## src/rtl/gpio_port_pkg.sv

```systemverilog
package gpio_port_pkg;
  typedef enum logic [1:0] {
    OP_BYTE = 2'd0,
    OP_SET  = 2'd1,
    OP_CLR  = 2'd2,
    OP_BIT  = 2'd3
  } wr_op_e;
endpackage

```

## src/rtl/gpio_sync.sv

```systemverilog
module gpio_sync #(
  parameter int WIDTH  = 8,
  parameter int STAGES = 2
) (
  input  logic             clk_i,
  input  logic             rst_ni,
  input  logic [WIDTH-1:0] d_i,
  output logic [WIDTH-1:0] q_o
);
  logic [WIDTH-1:0] stage_q [STAGES];

  always_ff @(posedge clk_i or negedge rst_ni) begin
    if (!rst_ni) begin
      for (int s = 0; s < STAGES; s++) stage_q[s] <= '0;
    end else begin
      stage_q[0] <= d_i;
      for (int s = 1; s < STAGES; s++) stage_q[s] <= stage_q[s-1];
    end
  end

  assign q_o = stage_q[STAGES-1];
endmodule

```

## src/rtl/gpio_reg.sv

```systemverilog
module gpio_reg
  import gpio_port_pkg::*;
#(
  parameter int               WIDTH   = 8,
  parameter logic [WIDTH-1:0] RST_VAL = '0,
  localparam int              IDX_W   = $clog2(WIDTH)
) (
  input  logic             clk_i,
  input  logic             rst_ni,
  input  logic             wr_en_i,
  input  logic [1:0]       op_i,
  input  logic [IDX_W-1:0] idx_i,
  input  logic [WIDTH-1:0] wdata_i,
  output logic [WIDTH-1:0] q_o
);
  logic [WIDTH-1:0] q, nxt, mask;
  wr_op_e op;

  assign op   = wr_op_e'(op_i);
  assign mask = WIDTH'(1) << idx_i;

  always_comb begin
    unique case (op)
      OP_BYTE: nxt = wdata_i;
      OP_SET:  nxt = q | mask;
      OP_CLR:  nxt = q & ~mask;
      default: nxt = wdata_i[0] ? (q | mask) : (q & ~mask);
    endcase
  end

  always_ff @(posedge clk_i or negedge rst_ni) begin
    if (!rst_ni)      q <= RST_VAL;
    else if (wr_en_i) q <= nxt;
  end

  assign q_o = q;
endmodule

```

## src/rtl/gpio_pad_drive.sv

```systemverilog
module gpio_pad_drive #(
  parameter int WIDTH = 8
) (
  input  logic [WIDTH-1:0] latch_i,
  input  logic [WIDTH-1:0] mode_i,
  input  logic [WIDTH-1:0] alt_sel_i,
  input  logic [WIDTH-1:0] alt_out_i,
  output logic [WIDTH-1:0] pad_out_o,
  output logic [WIDTH-1:0] pad_oe_o
);
  for (genvar i = 0; i < WIDTH; i++) begin : g_pin
    logic src;
    assign src = alt_sel_i[i] ? alt_out_i[i] : latch_i[i];
    // push-pull always drives; open-drain drives only a low
    assign pad_oe_o[i]  = mode_i[i] | ~src;
    assign pad_out_o[i] = mode_i[i] & src;
  end
endmodule

```

## src/rtl/gpio_port.sv

```systemverilog
module gpio_port
  import gpio_port_pkg::*;
#(
  parameter int  WIDTH = 8,
  localparam int IDX_W = $clog2(WIDTH)
) (
  input  logic             clk_i,
  input  logic             rst_ni,
  input  logic             req_i,
  input  logic             we_i,
  input  logic             reg_sel_i,
  input  logic [1:0]       wr_op_i,
  input  logic [IDX_W-1:0] bit_sel_i,
  input  logic [WIDTH-1:0] wdata_i,
  input  logic             rmw_i,
  output logic [WIDTH-1:0] rdata_o,
  input  logic [WIDTH-1:0] pin_i,
  input  logic [WIDTH-1:0] in_en_i,
  input  logic [WIDTH-1:0] alt_sel_i,
  input  logic [WIDTH-1:0] alt_out_i,
  output logic [WIDTH-1:0] pad_out_o,
  output logic [WIDTH-1:0] pad_oe_o
);
  logic [WIDTH-1:0] latch_q, mode_q, pin_sync;
  logic             wr_latch, wr_mode;

  assign wr_latch = req_i & we_i & ~reg_sel_i;
  assign wr_mode  = req_i & we_i &  reg_sel_i;

  gpio_reg #(.WIDTH(WIDTH), .RST_VAL({WIDTH{1'b1}})) u_latch (
    .clk_i, .rst_ni, .wr_en_i(wr_latch), .op_i(wr_op_i),
    .idx_i(bit_sel_i), .wdata_i, .q_o(latch_q)
  );

  gpio_reg #(.WIDTH(WIDTH), .RST_VAL('0)) u_mode (
    .clk_i, .rst_ni, .wr_en_i(wr_mode), .op_i(wr_op_i),
    .idx_i(bit_sel_i), .wdata_i, .q_o(mode_q)
  );

  gpio_sync #(.WIDTH(WIDTH), .STAGES(2)) u_sync (
    .clk_i, .rst_ni, .d_i(pin_i), .q_o(pin_sync)
  );

  gpio_pad_drive #(.WIDTH(WIDTH)) u_drive (
    .latch_i(latch_q), .mode_i(mode_q), .alt_sel_i, .alt_out_i,
    .pad_out_o, .pad_oe_o
  );

  always_comb begin
    if (!req_i)        rdata_o = '0;
    else if (reg_sel_i) rdata_o = mode_q;
    else if (rmw_i)     rdata_o = latch_q;
    else                rdata_o = pin_sync & in_en_i;
  end
endmodule

```

## config.mk

```make
export PLATFORM = sky130hd
export DESIGN_NAME = gpio_port
export DESIGN_NICKNAME = d
export VERILOG_FILES = /design/src/rtl/gpio_port_pkg.sv /design/src/rtl/gpio_sync.sv /design/src/rtl/gpio_reg.sv /design/src/rtl/gpio_pad_drive.sv /design/src/rtl/gpio_port.sv
export SDC_FILE = /design/constraint.sdc
export NUM_CORES = 1
export LEC_CHECK = 0
export ABC_CLOCK_PERIOD_IN_PS = 3550
export BUFFER_PORTS_ARGS = -buffer_cell sky130_fd_sc_hd__buf_2
export CAP_MARGIN = 25
export CORE_ASPECT_RATIO = 1.1
export CORE_UTILIZATION = 53
export DETAILED_ROUTE_END_ITERATION = 6
export MAX_ROUTING_LAYER = met4
export PLACE_DENSITY = 0.82
export SLEW_MARGIN = 20
export SYNTH_ARGS = -nofsm -noshare
export SYNTH_HDL_FRONTEND = slang
export SYNTH_SLANG_ARGS = --single-unit
export TNS_END_PERCENT = 100
```

## constraint.sdc

```tcl
create_clock -name clk_i -period 3.55 [get_ports clk_i]
set_clock_uncertainty 0.15 [all_clocks]
set_input_delay 0.71 -clock clk_i [delete_from_list [all_inputs] [get_ports clk_i]]
set_output_delay 0.71 -clock clk_i [all_outputs]
set_load 0.02 [all_outputs]
```

---- Word level (Yosys, flattened, before mapping) ----
Index checks and enable logic that the tools add are counted.
cells by class
  mux-type cells .......................... 15
  shift-type cells ........................ 1
  bitwise logic cells ..................... 34
  equality and inequality tests ........... 2
  reduce and logical (&&, ||, !) cells .... 1
operator list
  cell                                                                   count
  8-bit one-hot mux with 3 select lines                                  2
  8-bit two-way mux                                                      5
  8-bit AND                                                              3
  8-bit bitwise OR                                                       2
  1-bit AND                                                              11
  1-bit inverter                                                         9
  1-bit two-way mux                                                      8
  8-bit inverter                                                         1
  1-bit bitwise OR                                                       8
  1-bit by 3-bit << shifter with 8-bit output, first input constant      1
  2-bit by 1-bit equality test with 1-bit output, second input constant  1
  2-bit equality test, second input constant                             1
  2-bit logical NOT                                                      1
word-level totals
  register bits ........................... 32
  output and inout port bits .............. 24
  input bits .............................. 51

---- Longest topological paths before layout ----
Gate-level depths: netlist of run 1.
  depth in word-level cells ............... 5
  mapped depth ............................ 5

---- By module ----
Synthesis of run 1 repeated with hierarchy kept, for this count alone.
unflattened totals
  cell total of the unflattened synthesis .. 227
  area total of the unflattened synthesis .. 2215.9 µm²
by module, submodules not included
  module              cells each  area each (µm²)  times used  seq. area each (µm²)
  gpio_reg (u_latch)  70          634.4            1           210.2
  gpio_reg (u_mode)   70          624.3            1           200.2
  gpio_sync           24          460.4            1           400.4
  gpio_port           39          316.6            1           0.0
  gpio_pad_drive      24          180.2            1           0.0

---- Worst setup path after synthesis of run 1 ----
No wires, ideal clock.
  kind .................................... input port to output port
  from .................................... input port reg_sel_i
  to ...................................... output port rdata_o[6]
  path slack .............................. 0.835 ns
  stages on the path ...................... 4
  arrival time ............................ 1.855 ns
  cell sequence ........................... clkbuf_1 clkbuf_1 nor2_1 a211oi_1
between the ends
  cells in the longest elaborated chain, start to end .. 2
ends and longest elaborated chain
  what               line             text
  from (decl)        gpio_port.sv:11  input logic reg_sel_i,
  8-bit two-way mux  gpio_port.sv:51  else if (reg_sel_i) rdata_o = mode_q;
  8-bit two-way mux  gpio_port.sv:50  if (!req_i) rdata_o = '0;
  to (decl)          gpio_port.sv:16  output logic [WIDTH-1:0] rdata_o,
No other way between the ends.

---- Worst setup path in the final report of run 1 ----
  from .................................... input port rmw_i
  to ...................................... output port rdata_o[6]
between the ends
  cells in the longest elaborated chain, start to end .. 3
ends and longest elaborated chain
  what               line             text
  from (decl)        gpio_port.sv:15  input logic rmw_i,
  8-bit two-way mux  gpio_port.sv:52  else if (rmw_i) rdata_o = latch_q;
  8-bit two-way mux  gpio_port.sv:51
  8-bit two-way mux  gpio_port.sv:50
No other way between the ends.

==> results.md, run 1 <==
- Outcome: completed
- Antenna violations before repair: 0
- Share of layout cells above drive strength 1: roughly a third
- First-pass GRT wire length: approximately 8000 um
- CP required: between 2 and 3 ns
- DP Wirelength: 3720 um
- DR iter-0 viols: approximately 120
- Max_cap viols: 0
- Hold Vio Cnt, Final: 0
- Vias per cell: 5.86
- Post-CTS sizing: 0
- # DRC: 0
- Min Tclk post-route: 2.44 ns
- Worst skew pair latency: 0.28 ns
- Max-slew headroom: about 54%
- CP Cell Sequence: buf_2, nand2_1, o21ai_0, nor2_1, a211oi_1, buf_2
- Post-synth top area cell: dfrtp_1
- Non-filler cells, final: between 300 and 400
- Top cell type's share of synthesized area: between 20% and 30%
- Worst-path clk slew: around 0.06 ns
- Die span in x: about 61 um
- Worst path max stage delay: 0.24 ns
- Mapped cell area: roughly 2000 um^2
- Yosys reg bits: 32
- Syn_area_per_cell: a little under 9 um^2
- Nets: about 350
- Die area: roughly 4000 um^2
- CTS max path bufs: 2
- Largest net degree at the start of global routing: 33
- CTS Sinks: 32
- Post-DRT Antenna Nets: 0
- H-Tree Level Count: 2
- Antenna diodes: 0
- Synth warnings: 0
- Synthesized instance count: 225
- Hold Buf Count CTS: 0
- Leakage power: between 1 and 1.5 nW
- Hold Path Class: register to register
- Setup CP Type: input port to output pin
- Cells after DPL: roughly 340
- Die height: about 67 um
- Gp weighted congestion: about 0.85
- CP arrival: roughly 1.6 ns
- Number of flops mapped to enable cells by yosys: 0
- Via count of the first global-routing pass: 1796
- RSZ-0062 raised after global routing: no
- CTS tree: built
- Cell family with most CP delay: buffers and inverters
- IO buf count: between 70 and 80
- Routed wire length: ~5300 um
- Via count: 2033
- Root buffer cell: clkbuf_8
- Worst slew pin tran: approximately 0.69 ns
- Starting Density: a little under three fifths
- Final setup vio count: 0
- Top post-synthesis cells by count: 33 x a21oi_1, 24 x dfrtp_1, 21 x nor2_1, 16 x mux2i_1, 16 x nand2_1
- Count of different cell masters after synthesis: 27
- Slowest CP cell: buf_2
- Cell repeated most along the worst path: buf_2
- I/O pin count: between 70 and 80
- Seq/Total Area, Yosys: 40.3%
- Worst path bufs/invs: 2
- Fin Setup TNS: 0 ns
- Buffer count from post-CTS setup fixing: 0
- Drt pass-1 iters: 5
- Ys async rst share: between 90% and 100%
- Maximum VDD drop: a little under 0.3 mV
- Gr ovfl total: 0
- Core Region: about 3600 um^2
- Synth Net Count: 276
- Wirelength per Cell: between 15 and 20 um
- Tcrit/Tclk final: between 60 and 70%
- Cts bufs inserted: 5
- Fmax: ~410 MHz
- Count leader, synth: a21oi_1
- CP Launch Type: input port
- Critical path peak fanout: 16
- GR Util All Layers: approximately 28%
- Fin. max-slew vios: 0
- Top cells by area, synth: dfrtp_1 30%, dfstp_2 10%, a21oi_1 8.2%
- CP Capture Type: output pin
- Std-Cell Rows: 23
- Area Overhead vs Synth: 24.0%
- Top_reg_cell synth: dfrtp_1
- P per Cell Area: roughly 440 nW/um^2
[kinds of logic after synthesis]
| kind of cell | synth area share, % |
|---|---|
| compound gates | 24.2 |
| simple gates | 22.5 |
| mux | 7.97 |
| buf+inv | 4.92 |
| flops | 40.3 |
[layer usage]
metal | global-route usage [%] | routed length [um] | vias to the layer above
li1 | - | - | 957
met3 | 6.02 | 368 | 17
met1 | 33.7 | 2080 | 958
met2 | 46.3 | 2650 | 101
met4 | 11.6 | 158 | 0
met5 | - | 0 | -
[area by class of cell]
| class | instances | area, um^2 |
|---|---|---|
| multi-input combinational | 173 | 1100 |
| sequential | 32 | 811 |
| fill | 337 | 1130 |
| timing repair buffer | 74 | 370 |
| clock inverter | 3 | 42.5 |
| inverter | 10 | 37.5 |
| clock buffer | 5 | 68.8 |
| tap | 50 | 62.6 |
[worst reg2reg max path: cells and delay by family (launching register included)]
family / cells / cell delay, ns
AO/OA/AOI/OAI: 2 / 0.35
AND/OR/NAND/NOR: 1 / 0.06
flip-flops: 1 / 0.57
[stage by stage]
stage                     power (W)  hold slack, ns  util [%]  setup WS (ns)  area (um^2)
after global routing        0.00116           0.205      68.7          0.985         2490
after detailed placement   0.000755           0.185      65.7           1.09         2380
after global placement     0.000744           0.182      65.7           1.11         2380
final                       0.00110           0.199      68.7           1.11         2490
after CTS                   0.00111           0.201      68.7           1.09         2490
after floorplan            0.000649           0.181         -          0.835         2010
[final timing paths]
check	cells past startpoint	endpoint	slack [ns]	startpoint
worst max-delay path	6	rdata_o[6]	1.11	rmw_i
worst min-delay path	0	u_sync.q_o[4]	0.20	u_sync.stage_q[12]
worst max register to register	3	register	2.35	register
worst min register to register	0	u_sync.q_o[4]	0.20	u_sync.stage_q[12]
max in group asynchronous	1	u_sync.q_o[3]	2.50	rst_ni
min in group asynchronous	1	asynchronous set/reset pin	0.31	rst_ni
[cells in the final DEF, fill, tap and decap left out, types with 2 or more instances in the layout]
| cell type | n |
|---|---|
| mux2i_1 | 16 |
| nand2b_1 | 2 |
| nor3b_4 | 3 |
| nand3_1 | 2 |
| dfrtp_1 | 24 |
| o21a_1 | 8 |
| or2_2 | 9 |
| dfstp_2 | 8 |
| a211oi_1 | 5 |
| nor2_1 | 21 |
| a2bb2oi_1 | 6 |
| o21ai_0 | 15 |
| nor2b_1 | 7 |
| nand3b_1 | 8 |
| buf_2 | 74 |
| a21oi_1 | 33 |
| or3_1 | 7 |
| o32ai_1 | 8 |
| inv_1 | 10 |
| a221oi_1 | 3 |
| clkbuf_8 | 5 |
| nand2_1 | 16 |
[report_power, final]
group | switching, W | leakage (nW) | internal (W)
registers | 0.0000375 | 0.373 | 0.000417
logic | 0.000171 | 0.723 | 0.000126
clock network | 0.000143 | 0.0541 | 0.000207
Note: power is estimated with default switching activity, not from simulation.
==> inputs of run 2 (changes only) <==
--- a/config.mk
+++ b/config.mk
@@ -5,14 +5,14 @@
 export SDC_FILE = /design/constraint.sdc
 export NUM_CORES = 1
 export LEC_CHECK = 0
-export ABC_CLOCK_PERIOD_IN_PS = 3550
+export ABC_CLOCK_PERIOD_IN_PS = 2100
 export BUFFER_PORTS_ARGS = -buffer_cell sky130_fd_sc_hd__buf_2
 export CAP_MARGIN = 25
 export CORE_ASPECT_RATIO = 1.1
-export CORE_UTILIZATION = 53
+export CORE_UTILIZATION = 44
 export DETAILED_ROUTE_END_ITERATION = 6
 export MAX_ROUTING_LAYER = met4
-export PLACE_DENSITY = 0.82
+export PLACE_DENSITY = 0.72
 export SLEW_MARGIN = 20
 export SYNTH_ARGS = -nofsm -noshare
 export SYNTH_HDL_FRONTEND = slang
==> constraint.sdc (replaced) <==
create_clock -name clk_i -period 2.1 [get_ports clk_i]
set_clock_uncertainty 0.15 [all_clocks]
set_input_delay 0.42 -clock clk_i [delete_from_list [all_inputs] [get_ports clk_i]]
set_output_delay 0.42 -clock clk_i [all_outputs]
set_load 0.02 [all_outputs]
==> run 2 against run 1 <==
  * Die area rose by 20%
  * Utilization fell by 10 points
  * Final area rose by 2.5%
  * Clock power rose by 67%
  * Setup slack got worse by 0.96 ns
  * Total power rose by 69%
  * Register-to-register slack got worse by 1.4 ns
  * Flip-flop and latch count did not move
  * Largest cell class unchanged
  * Highest routed layer unchanged
==> results.md, run 2 (synthesized netlist as in run 1, its figures left out) <==
- Outcome: completed
- Root buffer cell: clkbuf_8
- Commonest cells after routing, fill and taps aside: 74 x buf_2, 33 x a21oi_1, 24 x dfrtp_1, 21 x nor2_1
- Worst path bufs/invs: 1 (-1)
- Fin. max-slew vios: 0 (unchanged)
- Drt pass-1 iters: 4 (-1)
- Setup CP Type: register to output pin
- Die height: 72.9 um (+9.5%)
- Critical path peak fanout: 4 (-12)
- Met2 Track Usage GR: 38.8% (-7.5 points)
- Gp weighted congestion: 0.832 (-1.7%)
- GR peak layer: met2
- Min Tclk post-route: 1.95 ns
- Layout Utilization: 58.8% (-10 points)
- Area Overhead vs Synth: 27.1%
- Fin Setup TNS: 0 ns (unchanged)
- CP Capture Type: output pin
- DP Area: 2440 um^2 (+2.6%)
- Leakage power: 1.19 nW (+3.1%)
- Max_cap viols: 0 (unchanged)
- Cells after DPL: 350 (+3.2%)
- Met1 Use GR: 27.7% (-6.0 points)
- CP arrival: 1.38 ns (-0.20 ns)
- Tcrit/Tclk final: between 90% and 100%
- IO buf count: 74 (unchanged)
- Worst-path clk slew: 0.07 ns (about the same)
- Std-Cell Rows: 25 (+8.7%)
- Final setup vio count: 0 (unchanged)
- Share of layout cells above drive strength 1: 36.2% (+1.8 points)
- Buffer count from post-CTS setup fixing: 0 (unchanged)
- Global routing usage on met3: 5.78% (-0.24 points)
- Starting Density: 46.2% (-9.2 points)
- Cts bufs inserted: 5 (unchanged)
- RSZ-0062 raised after global routing: no
- CTS Sinks: 32 (unchanged)
- Antenna violations before repair: 0 (unchanged)
- DR iter-0 viols: 150 (+22%)
- Worst skew pair latency: 0.28 ns (about the same)
- Via count: 1975 (-2.9%)
- I/O pin count: 75 (unchanged)
- Post-CTS sizing: 0 (unchanged)
- Reg2Reg Depth: 3 (unchanged)
- Via count of the first global-routing pass: 1780 (-0.89%)
- Largest net degree at the start of global routing: 33 (unchanged)
- CP required: 1.53 ns (-1.16 ns)
- Cell repeated most along the worst path: a21oi_1
- DP Wirelength: 3820 um (+2.7%)
- Most common cell after layout, fill and taps aside: buf_2
- Slowest CP cell: dfstp_2
- Cell family with most CP delay: flip-flops
- Core Region: 4350 um^2 (+20%)
- Hold Buf Count CTS: 0 (unchanged)
- Crit path to: rdata_o[1]
- Worst hold slack: 0.0268 ns (-0.172 ns)
- Worst slew pin tran: 0.705 ns (+0.0158 ns)
- Post-DRT Antenna Nets: 0 (unchanged)
- P per Cell Area: 728 nW/um^2 (+65%)
- Non-filler cells, final: 358 (+3.2%)
- CTS max path bufs: 2 (unchanged)
- H-Tree Level Count: 2 (unchanged)
- Routed wire length: 5190 um (-1.4%)
- R2R Setup Slk: 0.93 ns (-1.42 ns)
- First-pass GRT wire length: 8320 um (+3.4%)
- Wirelength per Cell: 14.5 um (-4.4%)
- CP Cell Sequence: nand2_1, a21oi_1, a21oi_1, nor2_1, buf_2
- Vias per cell: 5.52 (-5.8%)
- Hold Vio Cnt, Final: 0 (unchanged)
- CP Launch Type: register
- Die span in x: 66.4 um (+9.4%)
- CTS tree: built
- Worst path max stage delay: 0.58 ns (+0.34 ns)
- Fmax: ~510 MHz
- Maximum VDD drop: 0.361 mV (+22%)
- Worst path depth: 5 (-1)
- Nets: 354 (+2.0%)
- Die area: 4840 um^2 (+20%)
- Gr ovfl total: 0 (unchanged)
- GR Util All Layers: 23.7% (-4.7 points)
- Hold Path Class: input port to asynchronous set/reset pin
- Design Area, Final: 2550 um^2 (+2.5%)
- # DRC: 0 (unchanged)
- Max-slew headroom: 53.0% (-1.1 points)
- Antenna diodes: 0 (unchanged)
## run 2: worst min path at each step
stage                                   from                         end  depth (start not counted)
after global routing                pin_i[6]          u_sync.stage_q[14]                          1
after detailed placement  u_sync.stage_q[12]               u_sync.q_o[4]                          0
after CTS                             rst_ni          u_sync.stage_q[15]                          1
final                                 rst_ni          u_sync.stage_q[15]                          1
after global placement    u_sync.stage_q[15]               u_sync.q_o[7]                          0
after floorplan                       rst_ni  asynchronous set/reset pin                          0
## run 2: routing by layer
layer	part of all wire, %	vias up
met3	5.0	13
li1	-	974
met5	0	-
met2	49	67
met1	43	921
met4	3.0	0
## run 2: final cells by class
class | instances | area, um^2
clock buffers | 5 | 68.8
clock inverters | 3 | 42.5
fillers | 387 | 1790
inverters | 10 | 37.5
multi-input cells | 173 | 1100
flip-flops and latches | 32 | 811
well taps | 54 | 67.6
repair buffers | 81 | 423
## run 2: power breakdown
| part | leakage, nW | internal, W | switching (W) |
|---|---|---|---|
| Sequential | 0.373 | 0.000705 | 0.0000646 |
| Clock | 0.0541 | 0.000351 | 0.000235 |
| Combinational | 0.759 | 0.000219 | 0.000286 |
## run 2: stage by stage
stage | setup slack [ns] | power, W
after global placement | 0.243 | 0.00127
after floorplan | 0.121 | 0.00110
after CTS | 0.136 | 0.00188
after detailed placement | 0.196 | 0.00128
after global routing | 0.0592 | 0.00197
final | 0.149 | 0.00186
==> inputs of run 3 (changes only) <==
--- a/config.mk
+++ b/config.mk
@@ -13,6 +13,7 @@
 export DETAILED_ROUTE_END_ITERATION = 6
 export MAX_ROUTING_LAYER = met4
 export PLACE_DENSITY = 0.72
+export SETUP_SLACK_MARGIN = 0.15
 export SLEW_MARGIN = 20
 export SYNTH_ARGS = -nofsm -noshare
 export SYNTH_HDL_FRONTEND = slang
==> run 3 against run 2 <==
  * Global-route usage grew 0.27 points
  * Register-to-register slack lost 0.06 ns
  * Total power grew 4.4%
  * Flip-flop and latch count is the same
  * Wire length rose by 2.8%
  * First-iteration DRC count down 6.0%
  * Largest cell class unchanged
  * Highest routed layer unchanged
==> results.md, run 3 (synthesized netlist as in run 1, its figures left out) <==
- CP Launch Type: register
- Number of fill cells: 380 (-1.8%)
- CP required: 1.53 ns (about the same)
- Final setup vio count: 0 (unchanged)
- Fmax: 514 MHz (+0.23%)
- Maximum VDD drop: 0.361 mV (+0.21%)
- Gp weighted congestion: 0.832 (unchanged)
- CTS max path bufs: 2 (unchanged)
- Die area: 4840 um^2 (unchanged)
- Worst skew pair latency: 0.28 ns (about the same)
- Setup CP Type: register to output pin
- Fin Setup TNS: 0 ns (unchanged)
- Starting Density: 46.2% (unchanged)
- Post-DRT Antenna Nets: 0 (unchanged)
- IO buf count: 74 (unchanged)
- Most common cell after layout, fill and taps aside: buf_2
- Hold Path Class: input port to asynchronous set/reset pin
- Hold Buf Count CTS: 0 (unchanged)
- Global routing usage on met3: 5.78% (unchanged)
- CP arrival: 1.38 ns (about the same)
- Slowest CP cell: dfstp_2
- Gr ovfl total: 0 (unchanged)
- Share of layout cells above drive strength 1: 39.0% (+2.8 points)
- Via count: 2025 (+2.5%)
- RSZ-0062 raised after global routing: yes
- Largest net degree at the start of global routing: 33 (unchanged)
- Via count of the first global-routing pass: 1811 (+1.7%)
- Tcrit/Tclk final: 92.7% (-0.21 points)
- Worst-path clk slew: 0.07 ns (about the same)
- # DRC: 0 (unchanged)
- Leakage power: 1.24 nW (+4.9%)
- DR iter-0 viols: 141 (-6.0%)
- Worst slew pin tran: 0.695 ns (-0.00957 ns)
- Core Region: 4350 um^2 (unchanged)
- Nets: 360 (+1.7%)
- CTS tree: built
- Routed wire length: 5330 um (+2.8%)
- Root buffer cell: clkbuf_8
- DP Wirelength: 3820 um (unchanged)
- P per Cell Area: 723 nW/um^2 (-0.69%)
- Fin. max-slew vios: 0 (unchanged)
- Die height: 72.9 um (unchanged)
- I/O pin count: 75 (unchanged)
- Cell family with most CP delay: flip-flops
- Drt pass-1 iters: 4 (unchanged)
- Critical path peak fanout: 4 (unchanged)
- R2R Setup Slk: 0.87 ns (-0.06 ns)
- Std-Cell Rows: 25 (unchanged)
- GR peak layer: met2
- H-Tree Level Count: 2 (unchanged)
- CTS Sinks: 32 (unchanged)
- Cts bufs inserted: 5 (unchanged)
- GR Util All Layers: 23.9% (+0.27 points)
- Die span in x: 66.4 um (unchanged)
- Vias per cell: 5.56 (+0.84%)
- Max_cap viols: 0 (unchanged)
- Met1 Use GR: 27.9% (+0.20 points)
- Outcome: completed
- Max-slew headroom: 53.7% (+0.64 points)
- First-pass GRT wire length: 8420 um (+1.2%)
- Worst hold slack: 0.0262 ns (-0.000580 ns)
- Wirelength per Cell: 14.6 um (+1.1%)
- CP Capture Type: output pin
- Worst path max stage delay: 0.59 ns (about the same)
- Min Tclk post-route: 1.95 ns (-0.00449 ns)
- CP Cell Sequence: nand2_2, a21oi_2, a21oi_1, nor2_1, buf_4
- Area Overhead vs Synth: 33.7%
- Commonest cells after routing, fill and taps aside: 62 x buf_2, 31 x a21oi_1, 24 x dfrtp_1, 21 x nor2_1, 19 x buf_4
- Hold Vio Cnt, Final: 0 (unchanged)
- Worst path bufs/invs: 1 (unchanged)
- Antenna diodes: 0 (unchanged)
- Met2 Track Usage GR: 39.5% (+0.68 points)
- Antenna violations before repair: 0 (unchanged)
## run 3: cell types whose count changed in the layout (fill, tap and decap cells not counted), moves of 2 or more
cell / previous run / this run
buf_2: 74 / 62
buf_4: 7 / 19
buf_6: 0 / 6
or2_2: 9 / 4
or2_4: 0 / 5
a21oi_1: 33 / 31
a21oi_2: 0 / 2
## run 3: path summary, 6_finish.rpt
check / depth (start not counted) / start / to
max: 5 / register / rdata_o[1]
min: 1 / rst_ni / u_sync.stage_q[15]
max reg2reg: 4 / register / register
min reg2reg: 0 / u_sync.stage_q[15] / u_sync.q_o[7]
max in group asynchronous: 1 / rst_ni / asynchronous set/reset pin
min in group clk_i: 1 / pin_i[5] / u_sync.stage_q[13]
## run 3: area by class of cell
class / instances / area [um^2] / share of cell area [%]
clock buffers: 5 / 68.8 / 2.56
clock inverters: 3 / 42.5 / 1.58
inverters: 10 / 37.5 / 1.40
multi-input cells: 173 / 1140 / 42.4
flip-flops and latches: 32 / 811 / 30.2
well taps: 54 / 67.6 / 2.52
repair buffers: 87 / 520 / 19.4
## run 3: report_power, final
part,switching (W),total (W),internal (W)
registers,0.0000639,0.000768,0.000705
clock network,0.000235,0.000586,0.000351
logic,0.000307,0.000588,0.000281
## run 3: repair_timing
item	in CTS	in global routing
setup buffers	1	5
pin swaps	0	2
endpoints found under the setup margin	4	16
gates resized for setup	4	25
## run 3: through the flow
step / total power [W] / setup WS [ns] / area, um^2 / std cells / util [%]
after floorplan: 0.00110 / 0.121 / 2010 / 225 / -
after global placement: 0.00127 / 0.243 / 2440 / 350 / 56.2
after detailed placement: 0.00128 / 0.196 / 2440 / 350 / 56.2
after CTS: 0.00189 / 0.149 / 2570 / 359 / 59.2
after global routing: 0.00205 / 0.103 / 2690 / 364 / 61.8
final: 0.00194 / 0.154 / 2690 / 364 / 61.8
## run 3: layer usage
layer	wire length (um)	share of wire [%]	vias up
li1	-	-	984
met1	2220	42	959
met2	2690	50	69
met3	264	5.0	13
met4	157	2.9	0
met5	0	0	-
